==> src/rtl/smseq_pkg.sv <==
package smseq_pkg;
    localparam logic [7:0] OP_READ   = 8'h03;
    localparam logic [7:0] OP_WRITE  = 8'h02;
    localparam logic [7:0] OP_WENA   = 8'h06;
    localparam logic [7:0] OP_STATUS = 8'h05;

    typedef enum logic [1:0] {ST_IDLE, ST_GAP, ST_XFER} st_e;
    typedef enum logic [1:0] {K_WENA, K_WRITE, K_POLL, K_READ} kind_e;
    typedef enum logic [2:0] {N_WENA, N_WRITE, N_POLL, N_READ, N_FIN} nxt_e;
    typedef enum logic [1:0] {PH_IDLE, PH_LO, PH_HI} ph_e;
endpackage

==> src/rtl/smseq_shift.sv <==
module smseq_shift
    import smseq_pkg::*;
#(
    parameter int CLK_DIV = 4
) (
    input  logic       clk,
    input  logic       rst_n,
    input  logic       start,
    input  logic [7:0] tx,
    input  logic       miso,
    output logic       done,
    output logic [7:0] rx,
    output logic       sck,
    output logic       mosi
);
    localparam int CW = (CLK_DIV > 1) ? $clog2(CLK_DIV) : 1;

    typedef struct packed {
        ph_e           ph;
        logic [CW-1:0] cnt;
        logic [2:0]    bitn;
        logic [7:0]    sh;
        logic [7:0]    rx;
        logic          sck;
        logic          mosi;
        logic          done;
    } eng_t;

    eng_t q, d;
    logic half_end;

    // half-period terminal count; a divide of one needs no counter compare
    generate
        if (CLK_DIV == 1) begin : g_div1
            assign half_end = 1'b1;
        end else begin : g_divn
            assign half_end = (q.cnt == CW'(CLK_DIV - 1));
        end
    endgenerate

    always_comb begin
        d      = q;
        d.done = 1'b0;
        case (q.ph)
            PH_IDLE: begin
                if (start) begin
                    d.ph   = PH_LO;
                    d.cnt  = '0;
                    d.bitn = '0;
                    d.sh   = tx;
                    d.mosi = tx[7];
                end
            end
            PH_LO: begin
                if (half_end) begin
                    d.cnt = '0;
                    d.sck = 1'b1;
                    d.rx  = {q.rx[6:0], miso};
                    d.ph  = PH_HI;
                end else begin
                    d.cnt = q.cnt + 1'b1;
                end
            end
            PH_HI: begin
                if (half_end) begin
                    d.cnt = '0;
                    d.sck = 1'b0;
                    if (q.bitn == 3'd7) begin
                        d.ph   = PH_IDLE;
                        d.done = 1'b1;
                    end else begin
                        d.bitn = q.bitn + 1'b1;
                        d.sh   = {q.sh[6:0], 1'b0};
                        d.mosi = q.sh[6];
                        d.ph   = PH_LO;
                    end
                end else begin
                    d.cnt = q.cnt + 1'b1;
                end
            end
            default: d.ph = PH_IDLE;
        endcase
    end

    always_ff @(posedge clk or negedge rst_n) begin
        if (!rst_n) begin
            q    <= '0;
            q.ph <= PH_IDLE;
        end else begin
            q <= d;
        end
    end

    assign done = q.done;
    assign rx   = q.rx;
    assign sck  = q.sck;
    assign mosi = q.mosi;

    // output data holds steady across every high clock phase
    a_r2_mosi_steady_high: assert property (@(posedge clk) disable iff (!rst_n)
        (q.sck && $past(q.sck)) |-> $stable(q.mosi));
endmodule

==> src/rtl/smseq_page.sv <==
module smseq_page #(
    parameter int ADDR_W = 10,
    parameter int LEN_W  = 8,
    parameter int PAGE_W = 4
) (
    input  logic [ADDR_W-1:0] addr,
    input  logic [LEN_W-1:0]  rem,
    output logic [LEN_W-1:0]  chunk
);
    localparam int PAGE = 1 << PAGE_W;
    localparam int W    = (LEN_W > PAGE_W + 1) ? LEN_W : PAGE_W + 1;

    logic [W-1:0] room;
    logic [W-1:0] remx;
    logic [W-1:0] pick;

    always_comb begin
        room  = W'(PAGE) - W'(addr[PAGE_W-1:0]);
        remx  = W'(rem);
        pick  = (remx < room) ? remx : room;
        chunk = LEN_W'(pick);
        // a piece never runs past the end of its page
        a_r3_piece_in_page: assert (rem == '0 ||
            (chunk != '0 && (W'(addr[PAGE_W-1:0]) + W'(chunk)) <= W'(PAGE)));
    end
endmodule

==> src/rtl/spi_eeprom_host.sv <==
module spi_eeprom_host
    import smseq_pkg::*;
#(
    parameter int ADDR_W   = 10,
    parameter int LEN_W    = 8,
    parameter int PAGE_W   = 4,
    parameter int CLK_DIV  = 4,
    parameter int GAP_CLKS = 4,
    parameter int POLL_MAX = 5000
) (
    input  logic              clk,
    input  logic              rst_n,
    input  logic              req_valid,
    output logic              req_ready,
    input  logic              req_write,
    input  logic [ADDR_W-1:0] req_addr,
    input  logic [LEN_W-1:0]  req_len,
    input  logic [7:0]        wdata,
    output logic              wdata_pop,
    output logic [7:0]        rd_data,
    output logic              rd_valid,
    output logic              done,
    output logic              err,
    output logic              spi_cs_n,
    output logic              spi_sck,
    output logic              spi_mosi,
    input  logic              spi_miso
);
    localparam int IDX_W  = LEN_W + 2;
    localparam int GAP_W  = $clog2(GAP_CLKS + 1);
    localparam int POLL_W = $clog2(POLL_MAX + 1);

    typedef struct packed {
        st_e               st;
        kind_e             kind;
        nxt_e              nxt;
        logic [ADDR_W-1:0] addr;
        logic [LEN_W-1:0]  rem;
        logic [LEN_W-1:0]  chunk;
        logic [IDX_W-1:0]  bidx;
        logic [GAP_W-1:0]  gap;
        logic [POLL_W-1:0] polls;
        logic              cs_n;
        logic              start;
        logic [7:0]        tx;
        logic              pop;
        logic              rd_valid;
        logic [7:0]        rd_data;
        logic              done;
        logic              err;
    } host_t;

    host_t q, d;

    logic             eng_done;
    logic [7:0]       eng_rx;
    logic [LEN_W-1:0] piece;
    logic             fin;
    nxt_e             fin_to;
    logic [IDX_W-1:0] nb;
    logic [15:0]      a16;

    smseq_shift #(.CLK_DIV(CLK_DIV)) u_shift (
        .clk   (clk),
        .rst_n (rst_n),
        .start (q.start),
        .tx    (q.tx),
        .miso  (spi_miso),
        .done  (eng_done),
        .rx    (eng_rx),
        .sck   (spi_sck),
        .mosi  (spi_mosi)
    );

    smseq_page #(.ADDR_W(ADDR_W), .LEN_W(LEN_W), .PAGE_W(PAGE_W)) u_page (
        .addr  (q.addr),
        .rem   (q.rem),
        .chunk (piece)
    );

    always_comb begin
        d          = q;
        d.start    = 1'b0;
        d.pop      = 1'b0;
        d.rd_valid = 1'b0;
        d.done     = 1'b0;
        fin        = 1'b0;
        fin_to     = N_FIN;
        nb         = q.bidx + 1'b1;
        a16        = 16'(q.addr);
        case (q.st)
            ST_IDLE: begin
                if (req_valid) begin
                    d.addr = req_addr;
                    d.rem  = req_len;
                    d.err  = 1'b0;
                    if (req_len == '0) begin
                        d.done = 1'b1;
                    end else begin
                        d.st  = ST_GAP;
                        d.gap = '0;
                        d.nxt = req_write ? N_WENA : N_READ;
                    end
                end
            end
            ST_GAP: begin
                if (q.gap >= GAP_W'(GAP_CLKS - 1)) begin
                    if (q.nxt == N_FIN) begin
                        d.st   = ST_IDLE;
                        d.done = 1'b1;
                    end else begin
                        d.st    = ST_XFER;
                        d.cs_n  = 1'b0;
                        d.start = 1'b1;
                        d.bidx  = '0;
                        case (q.nxt)
                            N_WENA:  begin d.kind = K_WENA;  d.tx = OP_WENA;   end
                            N_WRITE: begin d.kind = K_WRITE; d.tx = OP_WRITE; d.chunk = piece; end
                            N_POLL:  begin d.kind = K_POLL;  d.tx = OP_STATUS; end
                            default: begin d.kind = K_READ;  d.tx = OP_READ;   end
                        endcase
                    end
                end else begin
                    d.gap = q.gap + 1'b1;
                end
            end
            ST_XFER: begin
                if (eng_done) begin
                    d.bidx = nb;
                    case (q.kind)
                        K_WENA: begin
                            fin    = 1'b1;
                            fin_to = N_WRITE;
                        end
                        K_WRITE: begin
                            if (nb < IDX_W'(3)) begin
                                d.tx    = (nb == IDX_W'(1)) ? a16[15:8] : a16[7:0];
                                d.start = 1'b1;
                            end else if ((nb - IDX_W'(3)) < IDX_W'(q.chunk)) begin
                                d.tx    = wdata;
                                d.pop   = 1'b1;
                                d.start = 1'b1;
                            end else begin
                                d.addr  = q.addr + ADDR_W'(q.chunk);
                                d.rem   = q.rem - q.chunk;
                                d.polls = '0;
                                fin     = 1'b1;
                                fin_to  = N_POLL;
                            end
                        end
                        K_POLL: begin
                            if (nb == IDX_W'(1)) begin
                                d.tx    = 8'h00;
                                d.start = 1'b1;
                            end else begin
                                fin = 1'b1;
                                if (!eng_rx[0]) begin
                                    fin_to = (q.rem == '0) ? N_FIN : N_WENA;
                                end else if (q.polls == POLL_W'(POLL_MAX - 1)) begin
                                    d.err  = 1'b1;
                                    fin_to = N_FIN;
                                end else begin
                                    d.polls = q.polls + 1'b1;
                                    fin_to  = N_POLL;
                                end
                            end
                        end
                        default: begin
                            if (q.bidx >= IDX_W'(3)) begin
                                d.rd_valid = 1'b1;
                                d.rd_data  = eng_rx;
                            end
                            if (nb < IDX_W'(3)) begin
                                d.tx    = (nb == IDX_W'(1)) ? a16[15:8] : a16[7:0];
                                d.start = 1'b1;
                            end else if ((nb - IDX_W'(3)) < IDX_W'(q.rem)) begin
                                d.tx    = 8'h00;
                                d.start = 1'b1;
                            end else begin
                                fin    = 1'b1;
                                fin_to = N_FIN;
                            end
                        end
                    endcase
                end
            end
            default: d.st = ST_IDLE;
        endcase
        if (fin) begin
            d.cs_n = 1'b1;
            d.st   = ST_GAP;
            d.gap  = '0;
            d.nxt  = fin_to;
        end
    end

    always_ff @(posedge clk or negedge rst_n) begin
        if (!rst_n) begin
            q      <= '0;
            q.st   <= ST_IDLE;
            q.kind <= K_WENA;
            q.nxt  <= N_FIN;
            q.cs_n <= 1'b1;
        end else begin
            q <= d;
        end
    end

    assign req_ready = (q.st == ST_IDLE);
    assign wdata_pop = q.pop;
    assign rd_data   = q.rd_data;
    assign rd_valid  = q.rd_valid;
    assign done      = q.done;
    assign err       = q.err;
    assign spi_cs_n  = q.cs_n;

    // run length of deselected cycles, used to check the select gap
    logic [GAP_W:0] hi_run;
    always_ff @(posedge clk or negedge rst_n) begin
        if (!rst_n) begin
            hi_run <= '0;
        end else if (!spi_cs_n) begin
            hi_run <= '0;
        end else if (hi_run < (GAP_W+1)'(GAP_CLKS)) begin
            hi_run <= hi_run + 1'b1;
        end
    end

    // chip select falls only after a full gap
    a_r7_select_gap: assert property (@(posedge clk) disable iff (!rst_n)
        (!spi_cs_n && $past(spi_cs_n)) |-> (hi_run >= (GAP_W+1)'(GAP_CLKS)));
    // serial clock is low while deselected
    a_r2_sck_low_deselected: assert property (@(posedge clk) disable iff (!rst_n)
        spi_cs_n |-> !spi_sck);
    // idle only with the memory deselected
    a_r11_ready_deselected: assert property (@(posedge clk) disable iff (!rst_n)
        req_ready |-> spi_cs_n);
    // after a poll timeout no transaction runs
    a_r8_err_quiet: assert property (@(posedge clk) disable iff (!rst_n)
        err |-> spi_cs_n);
    // write data is only taken inside a selected transaction
    a_r10_pop_selected: assert property (@(posedge clk) disable iff (!rst_n)
        wdata_pop |-> !spi_cs_n);
endmodule

==> config.mk <==
export PLATFORM = sky130hd
export DESIGN_NAME = spi_eeprom_host
export DESIGN_NICKNAME = d
export VERILOG_FILES = /design/src/rtl/smseq_pkg.sv /design/src/rtl/smseq_shift.sv /design/src/rtl/smseq_page.sv /design/src/rtl/spi_eeprom_host.sv
export SDC_FILE = /design/constraint.sdc
export NUM_CORES = 1
export LEC_CHECK = 0
export BUFFER_PORTS_ARGS = -buffer_cell sky130_fd_sc_hd__buf_4
export CAP_MARGIN = 0
export CORE_ASPECT_RATIO = 0.9
export CORE_MARGIN = 8
export CORE_UTILIZATION = 50
export CTS_CLUSTER_DIAMETER = 50
export CTS_CLUSTER_SIZE = 40
export DETAILED_ROUTE_END_ITERATION = 10
export GPL_TIMING_DRIVEN = 0
export PLACE_DENSITY_LB_ADDON = 0.1
export SYNTH_ARGS = -nofsm -noshare
export SYNTH_HDL_FRONTEND = slang
export SYNTH_SLANG_ARGS = --single-unit
==> constraint.sdc <==
create_clock -name clk -period 5.8 [get_ports clk]
set_input_delay 1.45 -clock clk [delete_from_list [all_inputs] [get_ports clk]]
set_output_delay 1.45 -clock clk [all_outputs]
set_load 0.02 [all_outputs]
==> impl_metrics.toml <==
[clocking]
clock_sinks = 106
path_clk_slew_ps = 70
cts_tree = "done"
clock-root-buffer = "clkbuf_16"
clockBufferDepth = 2
clk_latency_ps = 360
cts_buffers = 9
htreeDepth = 3

[final_layout]
area_growth_syn_to_layout_pct = 13.03
n_antenna_cell = 0
drive_gt1_frac = 0.1479
design_area_um2 = 8009
final_nets = 924

[timing]
slew_viol_final = 0
max-slew-margin-rel = 0.2985
setup_viol = 0
skew_ps = 7.245
rsz0062_at_grt = "false"
holdWs_ps = 498.2
min_period_ps = 5146
fin_crit_sh = 0.8873
clock.fmax_ghz = 0.1943
tns_ps = 0
hold_viol = 0
max_slew.worst_pin.slew_ps = 1043

[setup_path]
crit_buf_inv = 0
cp.arrival_ps = 5400
critPathMostFrequentCell = "nand2_1"
r2r_start = "q[39]"
crit_path_max_incr_delay_ps = 700
criticalPathCategory = "register to register"
crit_family = "compound AO/OA/AOI/OAI gates"
cp_max_fo = 7
cp-start-kind = "register"
crit_path_start = "q[39]"
required_ps = 6050
crit_slowest_cell = "a2111oi_0"
end_kind = "register"
worstPathCellList = "ha_1, nand3_1, xor2_1, nand2_1, nor2_1, nand2_1, nand2_1, a32oi_1, xnor2_1, ha_1, nand2b_1, a2111oi_0, o211ai_1, a21boi_0, a32oi_1, a21boi_1, nor3_1, o32ai_1"

[synthesis]
synth_cell_type_count = 74
synth_cells = 782
synth-seq-cells = 106
syn-num-nets = 866
synth_area_um2 = 7086
avgSynthCellArea_um2 = 9.061
synth_edf_count = 0
ys_seq_area_frac = 0.3747
synth_top_flop_cell = "dfrtp_1"
synthArstFlopShare = 1.000
yosys_warnings = 0

[global_routing]
grt_pass1_wl_mm = 30.75
grt_max_degree = 107
grt_overflow = 0
grt_pass1_vias = 5908
grt_use_met1 = 0.3020
grt.busiest_layer = "met2"
grt.total_usage = 0.2127
met3_usage = 0.04998
grt_antenna_before_repair = 0
grt_util_met2 = 0.3186

[floorplanning]
io_pins = 47
die_x_um = 141.5
die_h_um = 128.9
rows = 41
dieArea_um2 = 18240
initial_utilization = 0.5078
core_area_um2 = 13950

[drt]
viasPerCell = 5.921
first_pass_iters = 5
wirelength_mm = 18.69
drc = 0
drt_first_iter_violations = 526
via_count = 6146
wl_per_cell_um = 18.01
drtAntennaViolNets = 0

[pwr]
power_per_cell_area_nw_per_um2 = 186.6
ir_worst_vdd_mv = 0.1365
leakage_nw = 3.725

[placement]
portBuffers = 46
post_dp_cell_area_um2 = 7672
dp_hpwl_mm = 14.09
gp_congestion = 0.8865

[min_path]
min-delay-start = "u_shift.rx[1]"
hp-class = "register to register"

[outcome]
status = "finished, final reports clean"

[flow_run]
max-cap-violations = 0
[routing by layer]
metal,vias to the layer above,routed length (um)
li1,2921,-
met1,2987,9036
met2,214,8082
met3,24,1278
met4,0,295
met5,-,0
[cells by family (layout without fill, tap and decap cells)]
group / after synthesis / after routing / synth area share
multiplexers: 45 / 45 / 0.06834
AND/OR/NAND/NOR: 249 / 249 / 0.1727
XOR/XNOR: 23 / 23 / 0.02843
buffers and inverters: 92 / 155 / 0.05757
adder cells (fa/ha/maj): 53 / 53 / 0.09571
AO/OA/AOI/OAI: 214 / 214 / 0.2025
flip-flops: 106 / 106 / 0.3747
[tightest hold or removal path, stage by stage, from the launching register on]
cell,delay [ps]
dfrtp_1,360
nand2_1,50
o21ai_0,60
[final cells by class]
cell class / count / area, um^2
Clock inverter: 4 / 48.80
Sequential cell: 106 / 2655
Buffer: 36 / 197.7
Multi-Input combinational cell: 584 / 4023
Tap cell: 193 / 241.5
Clock buffer: 12 / 256.5
Inverter: 56 / 210.2
Timing Repair Buffer: 47 / 376.6
Fill cell: 1267 / 5944
[what timing repair did]
action                                  4_1_cts  5_1_grt
hold buffers                                  0        0
resized for setup                             0        1
buffers inserted                              0        0
endpoints found under the setup margin        0        3
[metrics by stage]
| stage | power [mW] | utilization | instances | setup WS (ps) |
|---|---|---|---|---|
| 2_1_floorplan | 0.8200 | - | 782 | 1671 |
| 3_3_place_gp | 0.8659 | 0.5499 | 1021 | 513.7 |
| 3_5_place_dp | 0.8705 | 0.5499 | 1021 | 488.4 |
| 4_1_cts | 1.512 | 0.5717 | 1037 | 446.9 |
| 5_1_grt | 1.561 | 0.5740 | 1038 | 250.8 |
| 6_report | 1.495 | 0.5740 | 1038 | 653.9 |
[registers in the layout (all words and copies together) (netlist names)]
| name | count |
|---|---|
| a16 | 10 |
| done | 1 |
| err | 1 |
| q | 58 |
| rd_data | 8 |
| rd_valid | 1 |
| spi_cs_n | 1 |
| u_shift.done | 1 |
| u_shift.mosi | 1 |
| u_shift.q | 14 |
| u_shift.rx | 8 |
| u_shift.sck | 1 |
| wdata_pop | 1 |
[path summary, 6_finish.rpt]
path,end,slack (ps),depth (start not counted)
max,q[36],650,18
min,u_shift.rx[1],500,2
max reg2reg,q[36],650,18
min reg2reg,u_shift.rx[1],500,2
max in group asynchronous,spi_cs_n,4120,2
min in group asynchronous,q[38],960,1
[cell usage in the layout (no fill, tap or decap), types with 5 or more instances in the layout]
cell and count:
a21boi_0 6, a21o_1 7, a21oi_1 53, a31oi_1 5, and2_1 7, and3_1 11
buf_2 8, buf_4 57, clkbuf_1 16, clkbuf_16 9, dfrtp_1 104, ha_1 51
inv_1 55, mux2_2 27, mux2i_1 18, nand2_1 75, nand2b_1 9, nand3_1 21
nand4_1 7, nor2_1 62, nor2b_1 12, nor3_1 14, o211ai_1 9, o21a_1 5
o21ai_0 56, o22a_1 14, o31ai_1 8, o32ai_1 5, or3_1 6, xnor2_1 16
xor2_1 7
[power by group]
part / switching, mW / leakage, nW / internal [mW] / total, mW
clock network: 0.277 / 0.153 / 0.359 / 0.635
logic: 0.0556 / 2.20 / 0.0473 / 0.103
registers: 0.00998 / 1.37 / 0.746 / 0.756
[synth_stat cells, drive strengths merged, types with 4 or more instances]
cell type / number / area (um^2)
dfrtp: 104 / 2603
nand2: 75 / 281.5
nor2: 63 / 244.0
o21ai: 59 / 295.3
inv: 56 / 210.2
a21oi: 53 / 265.3
ha: 51 / 638.1
mux2: 27 / 304.0
nand3: 22 / 122.6
buf: 21 / 141.4
mux2i: 18 / 180.2
xnor2: 16 / 140.1
clkbuf: 15 / 56.30
nor3: 14 / 70.07
o22a: 14 / 122.6
nor2b: 12 / 75.07
and3: 11 / 68.82
nand2b: 9 / 56.30
o211ai: 9 / 67.56
o31ai: 9 / 81.33
and2: 8 / 50.05
a21boi: 7 / 52.55
a21o: 7 / 52.55
nand4: 7 / 43.79
xor2: 7 / 61.31
o21a: 6 / 52.55
or3: 6 / 37.54
a31oi: 5 / 31.28
o32ai: 5 / 43.79
a2111oi: 4 / 53.81
nor4: 4 / 31.28
No activity file was read; power rests on OpenSTA's default activity.
